## src/rtl/gpirq_pkg.sv

```systemverilog
package gpirq_pkg;

    localparam int GP_PINS = 32;
    localparam int ADDR_W  = 8;

    // word index follows address bits [6:4]
    typedef enum logic [2:0] {
        RG_SRC  = 3'd0,
        RG_EN   = 3'd1,
        RG_LVL  = 3'd2,
        RG_POL  = 3'd3,
        RG_STAT = 3'd4,
        RG_NONE = 3'd7
    } reg_e;

    // alias follows address bits [3:2]
    typedef enum logic [1:0] {
        AL_PLAIN = 2'd0,
        AL_SET   = 2'd1,
        AL_CLR   = 2'd2,
        AL_BAD   = 2'd3
    } alias_e;

    typedef struct packed {
        reg_e   rsel;
        alias_e als;
    } dec_t;

    function automatic dec_t decode(input logic [ADDR_W-1:0] a);
        dec_t d;
        d.als  = alias_e'(a[3:2]);
        d.rsel = RG_NONE;
        if (a[1:0] == 2'b00 && a[3:2] != 2'b11 && a[7:4] <= 4'd4)
            d.rsel = reg_e'(a[6:4]);
        return d;
    endfunction

endpackage

```

## src/rtl/gpirq_sync.sv

```systemverilog
module gpirq_sync #(
    parameter int W = 32
) (
    input  logic         clk,
    input  logic         rst,
    input  logic [W-1:0] d,
    output logic [W-1:0] q
);
    logic [W-1:0] stage1;

    always_ff @(posedge clk) begin
        if (rst) begin
            stage1 <= '0;
            q      <= '0;
        end else begin
            stage1 <= d;
            q      <= stage1;
        end
    end
endmodule

```

## src/rtl/gpirq_detect.sv

```systemverilog
module gpirq_detect #(
    parameter int W = 32
) (
    input  logic         clk,
    input  logic         rst,
    input  logic [W-1:0] pin_s,
    input  logic [W-1:0] src,
    input  logic [W-1:0] lvl,
    input  logic [W-1:0] pol,
    output logic [W-1:0] act,
    output logic [W-1:0] setc
);
    logic [W-1:0] prev;
    logic [W-1:0] edge_hit;

    always_ff @(posedge clk) begin
        if (rst) prev <= '0;
        else     prev <= pin_s;
    end

    always_comb begin
        // sense 1: high level / rising edge, sense 0: low level / falling edge
        act      = (pin_s & pol) | (~pin_s & ~pol);
        edge_hit = (pin_s & ~prev & pol) | (~pin_s & prev & ~pol);
        setc     = src & ((lvl & act) | (~lvl & edge_hit));
    end

    // an unrouted pin never produces a set condition
    assert_setc_routed_R7: assert property (@(posedge clk) disable iff (rst)
        (setc & ~src) == '0);
endmodule

```

## src/rtl/gpirq_cfgreg.sv

```systemverilog
module gpirq_cfgreg
    import gpirq_pkg::*;
#(
    parameter int W = 32
) (
    input  logic         clk,
    input  logic         rst,
    input  logic         hit,
    input  alias_e       als,
    input  logic [W-1:0] wdata,
    output logic [W-1:0] q
);
    always_ff @(posedge clk) begin
        if (rst) begin
            q <= '0;
        end else if (hit) begin
            unique case (als)
                AL_PLAIN: q <= wdata;
                AL_SET:   q <= q | wdata;
                AL_CLR:   q <= q & ~wdata;
                default:  q <= q;
            endcase
        end
    end
endmodule

```

## src/rtl/gpirq_status.sv

```systemverilog
module gpirq_status #(
    parameter int W = 32
) (
    input  logic         clk,
    input  logic         rst,
    input  logic [W-1:0] src,
    input  logic [W-1:0] lvl,
    input  logic [W-1:0] act,
    input  logic [W-1:0] setc,
    input  logic [W-1:0] clr_mask,
    output logic [W-1:0] stat_q
);
    logic [W-1:0] hold;
    logic [W-1:0] clr_eff;

    always_comb begin
        // level pins still asserting and routed refuse the clear
        hold    = lvl & act & src;
        clr_eff = clr_mask & ~hold;
    end

    always_ff @(posedge clk) begin
        if (rst) stat_q <= '0;
        else     stat_q <= (stat_q & ~clr_eff) | setc;
    end

    assert_set_wins_R9: assert property (@(posedge clk) disable iff (rst)
        1'b1 |=> ((stat_q & $past(setc)) == $past(setc)));

    assert_fall_only_by_clear_R3: assert property (@(posedge clk) disable iff (rst)
        1'b1 |=> ((~stat_q & $past(stat_q) & ~$past(clr_mask)) == '0));

    assert_level_hold_R6: assert property (@(posedge clk) disable iff (rst)
        1'b1 |=> ((stat_q & $past(hold & stat_q)) == $past(hold & stat_q)));

    assert_no_unrouted_rise_R7: assert property (@(posedge clk) disable iff (rst)
        1'b1 |=> ((stat_q & ~$past(stat_q) & ~$past(src)) == '0));
endmodule

```

## src/rtl/gpirq_ctrl.sv

```systemverilog
module gpirq_ctrl
    import gpirq_pkg::*;
#(
    parameter int PINS = GP_PINS
) (
    input  logic              clk,
    input  logic              rst,
    input  logic [PINS-1:0]   pin_i,
    input  logic [ADDR_W-1:0] addr,
    input  logic [PINS-1:0]   wdata,
    input  logic              wr,
    output logic [PINS-1:0]   rdata,
    output logic              irq
);
    localparam int NCFG = 4;

    dec_t            dec;
    logic [PINS-1:0] cfg [NCFG];
    logic [PINS-1:0] pin_s;
    logic [PINS-1:0] act;
    logic [PINS-1:0] setc;
    logic [PINS-1:0] clr_mask;
    logic [PINS-1:0] stat_q;

    assign dec = decode(addr);

    for (genvar g = 0; g < NCFG; g++) begin : g_cfg
        gpirq_cfgreg #(.W(PINS)) u_reg (
            .clk   (clk),
            .rst   (rst),
            .hit   (wr && dec.rsel == reg_e'(g)),
            .als   (dec.als),
            .wdata (wdata),
            .q     (cfg[g])
        );
    end

    gpirq_sync #(.W(PINS)) u_sync (
        .clk (clk),
        .rst (rst),
        .d   (pin_i),
        .q   (pin_s)
    );

    gpirq_detect #(.W(PINS)) u_detect (
        .clk   (clk),
        .rst   (rst),
        .pin_s (pin_s),
        .src   (cfg[RG_SRC]),
        .lvl   (cfg[RG_LVL]),
        .pol   (cfg[RG_POL]),
        .act   (act),
        .setc  (setc)
    );

    assign clr_mask = (wr && dec.rsel == RG_STAT && dec.als == AL_CLR) ? wdata : '0;

    gpirq_status #(.W(PINS)) u_status (
        .clk      (clk),
        .rst      (rst),
        .src      (cfg[RG_SRC]),
        .lvl      (cfg[RG_LVL]),
        .act      (act),
        .setc     (setc),
        .clr_mask (clr_mask),
        .stat_q   (stat_q)
    );

    always_comb begin
        unique case (dec.rsel)
            RG_SRC:  rdata = cfg[RG_SRC];
            RG_EN:   rdata = cfg[RG_EN];
            RG_LVL:  rdata = cfg[RG_LVL];
            RG_POL:  rdata = cfg[RG_POL];
            RG_STAT: rdata = stat_q;
            default: rdata = '0;
        endcase
    end

    assign irq = |(stat_q & cfg[RG_EN]);

    assert_irq_needs_enable_R8: assert property (@(posedge clk) disable iff (rst)
        irq |-> (|cfg[RG_EN]));

    assert_reset_quiet_R1: assert property (@(posedge clk)
        $past(rst) |-> !irq);
endmodule

```

## config.mk

```make
export PLATFORM = sky130hd
export DESIGN_NAME = gpirq_ctrl
export DESIGN_NICKNAME = d
export VERILOG_FILES = /design/src/rtl/gpirq_pkg.sv /design/src/rtl/gpirq_sync.sv /design/src/rtl/gpirq_detect.sv /design/src/rtl/gpirq_cfgreg.sv /design/src/rtl/gpirq_status.sv /design/src/rtl/gpirq_ctrl.sv
export SDC_FILE = /design/constraint.sdc
export NUM_CORES = 1
export LEC_CHECK = 0
export BUFFER_PORTS_ARGS = -buffer_cell sky130_fd_sc_hd__buf_4
export CAP_MARGIN = 25
export CORE_ASPECT_RATIO = 0.8
export CORE_MARGIN = 8
export CORE_UTILIZATION = 35
export CTS_CLUSTER_DIAMETER = 50
export DETAILED_ROUTE_END_ITERATION = 10
export GPL_TIMING_DRIVEN = 0
export HOLD_SLACK_MARGIN = 0.02
export PLACE_DENSITY_LB_ADDON = 0.05
export SYNTH_ARGS = -nofsm -noshare
export SYNTH_HDL_FRONTEND = slang
export SYNTH_SLANG_ARGS = --single-unit
```

## constraint.sdc

```tcl
create_clock -name clk -period 3.1 [get_ports clk]
set_input_delay 0.465 -clock clk [delete_from_list [all_inputs] [get_ports clk]]
set_output_delay 0.465 -clock clk [all_outputs]
set_load 0.005 [all_outputs]
```

==> results_dict.tcl <==
set metrics [dict create \
    outcome "finished, final reports clean" \
    htree_levels 2 \
    nFillCells 3088 \
    root_buffer "clkbuf_16" \
    drt-total-wl_um 40600 \
    port_buffers 104 \
    crit_buf_inv 4 \
    clk_pin_slew_ns 0.05 \
    layout-drive-gt1-share 0.202 \
    die_x_um 215 \
    p_comb_frac 0.070 \
    vias_per_cell 5.52 \
    timing.rr.start "g_cfg[2].u_reg.q[20]" \
    worstMarginPinSlew_ns 1.06 \
    area_growth_pct 24.0 \
    p_leak_nw 4.98 \
    yosys_most_used_dff "dfxtp_1" \
    min_path_type "input port to register" \
    drtPass1Iterations 5 \
    critical_path.startpoint "addr[2]" \
    holdPathStages 2 \
    antenna_found_initial 1 \
    place_ws_ns -0.513 \
    crit_path_start_kind "input port" \
    vias 9849 \
    core_region_area_mm2 0.0314 \
    fin_skew_ns 0.0190 \
    seqPwrFrac 0.412 \
    clk_path_buf_depth 3 \
    critPathTopFamily "simple AND/OR/NAND/NOR gates" \
    ys_async_sr_fraction 0 \
    ys_ff_latch 256 \
    cts.sinks 256 \
    rsz0062_at_grt "false" \
    drv_slew 0 \
    vdd_drop_max_mv 0.333 \
    fp-row-count 58 \
    yosysWarnings 0 \
    routabilityCongestion 0.866 \
    die-area_mm2 0.0377 \
    maxCapViolations 0 \
    ys_seq_area_frac 0.462 \
    worst-path-max-fanout 10 \
    period_needed_ns 3.03 \
    drtIter0Drc 758 \
    fin_crit_sh 0.977 \
    power.switching_mw 1.99 \
    tns_ns 0 \
    start_util 0.354 \
    slew_headroom 0.292 \
    crit_top_cell "buf_4" \
    r2r-end "u_status.stat_q[20]" \
    antenna_left 0 \
    cts_hold_buf 0 \
    cts_buffers 35 \
    setup_ws_ns 0.0718 \
    grt_pass1_vias 9609 \
    path_cells "buf_4 > ha_1 > or4_4 > buf_8 > or2_2 > clkbuf_2 > o2bb2ai_1 > a221o_1 > buf_4" \
    internal_power_mw 6.20 \
    clock_power_share 0.518 \
    r2r_slack_ns 2.05 \
    layout.nets 1416 \
    cts_tree "done" \
    grt_usage 0.211 \
    r2r_cells 4 \
    p_sw_frac 0.243 \
    path_class "input port to output pin" \
    grt_max_degree 12 \
    pwr_density_cell_mw_per_mm2 595 \
    worstHoldStart "pin_i[2]" \
    synthDistinctLibCells 35 \
    endpoint_kind "output pin" \
    hpwl_um 28700 \
    netlist_area_mm2 0.0111 \
    synth-edff-count 0 \
    grt_overflow 0 \
    synthesis.nets 1271 \
    insertedDiodeCount 0 \
    arrival_ns 2.56 \
    die_y_um 175 \
    clock.fmax_ghz 0.330 \
    io_pins 108 \
    max_stage_delay_ns 0.48 \
    syn_area_per_cell_um2 9.30 \
    critPathRequiredTime_ns 2.63 \
    finalHoldViolCount 0 \
    drc 0 \
    report.final.setup_viol 0 \
    min_to "u_sync.stage1[2]" \
    syn_inst 1192 \
    wl_per_cell_um 22.8 \
    crit_path_top_delay_cell "or4_4" \
    grt_pass1_wl_um 61500 \
    clkLatencyLatePin_ns 0.53 \
]
## per-layer routing
layer	track usage	part of all wire	up-vias
met4	0.0547	0.021	2
li1	-	-	4693
met1	0.309	0.50	4806
met2	0.313	0.42	290
met3	0.0401	0.056	58
met5	0	0.00032	-
## final cells by class
| cell class | instances | area (um2) | share of cell area |
|---|---|---|---|
| plain buffers | 88 | 465 | 0.0338 |
| clock buffers | 48 | 986 | 0.0717 |
| clock inverters | 15 | 231 | 0.0168 |
| inverters | 66 | 248 | 0.0180 |
| multi-input cells | 782 | 5360 | 0.390 |
| flip-flops and latches | 256 | 5120 | 0.373 |
| well taps | 420 | 526 | 0.0382 |
| repair buffers | 108 | 811 | 0.0590 |
## power groups by stage
stage	Clock (mW)	Sequential [mW]	Combinational, mW
3_5_place_dp	0	3.44	0.557
6_report	4.24	3.37	0.571
4_1_cts	4.32	3.37	0.563
5_1_grt	4.47	3.38	0.612
3_3_place_gp	0	3.44	0.556
2_1_floorplan	0	3.43	0.315
## state kept, by name (all words and copies together) (netlist names)
signal,cells
u_detect.prev,32
u_sync.stage1,32
u_status.stat_q,32
u_sync.q,32
g_cfg.u_reg.q,128
## stage by stage
stage	hold slack [ns]	cell area (um2)	cells	power, mW	util
after floorplan	0.414	11100	1192	3.75	-
after global placement	0.416	12400	1716	4.00	0.395
after detailed placement	0.422	12400	1716	4.00	0.395
after CTS	0.120	13700	1779	8.26	0.436
after global routing	0.138	13800	1783	8.46	0.439
final	0.139	13800	1783	8.19	0.439
## synthesized netlist by cell type (all sizes together) (29+ instances only)
master	count	area, um2
nor3	36	203
clkbuf	55	206
o2bb2ai	29	254
buf	33	208
mux2i	29	290
inv	66	248
dfxtp	256	5120
o21ai	64	320
a211oi	160	1480
nor2	34	128
a21oi	195	976
nand2	33	124
a221o	29	290
a21o	32	240
nor2b	96	601
## logic make-up (layout without fill, tap and decap cells)
| logic type | Yosys count | in the layout | share of synthesized area |
|---|---|---|---|
| compound gates | 531 | 531 | 0.336 |
| flops | 256 | 256 | 0.462 |
| simple gates | 215 | 215 | 0.108 |
| buf+inv | 154 | 325 | 0.0597 |
| mux | 32 | 32 | 0.0292 |
| fa+ha+maj | 4 | 4 | 0.00451 |
## worst max path at each step
stage / cells after the start / end / slack (ns)
floorplan: 8 / rdata[21] / 0.44
global placement: 8 / rdata[20] / -0.54
detailed placement: 9 / rdata[24] / -0.51
CTS: 10 / rdata[30] / -0.02
global route: 9 / rdata[16] / 0.005
finish: 9 / rdata[15] / 0.07
## cells in the final DEF, fill, tap and decap left out, types with 8 or more instances in the layout
cell       count
nor2_1        34
clkbuf_16     36
a221o_1       29
o21ai_1       15
a211oi_1     104
buf_2         15
a211oi_2      56
buf_6          8
nor3_1        32
dfxtp_1      256
a21oi_1      195
buf_4        115
a22oi_1       19
o2bb2ai_1     23
o21ai_0       49
nand2_1       33
inv_1         66
a21o_1        32
mux2i_1       29
clkbuf_1      56
nor2b_1       96
## repair_timing
action | CTS | global route
endpoints found under the setup margin | 29 | 20
buffers inserted | 0 | 4
gates cloned | 0 | 0
pin swaps | 0 | 1
gates resized for setup | 22 | 11
## worst reg2reg max path, cell delays in order, from the launching register on
cell	delay (ns)
dfxtp_1	0.33
nor2_1	0.11
nor3_1	0.05
o21ai_0	0.31
a21oi_1	0.11
Power figures use the tool's default switching activity.
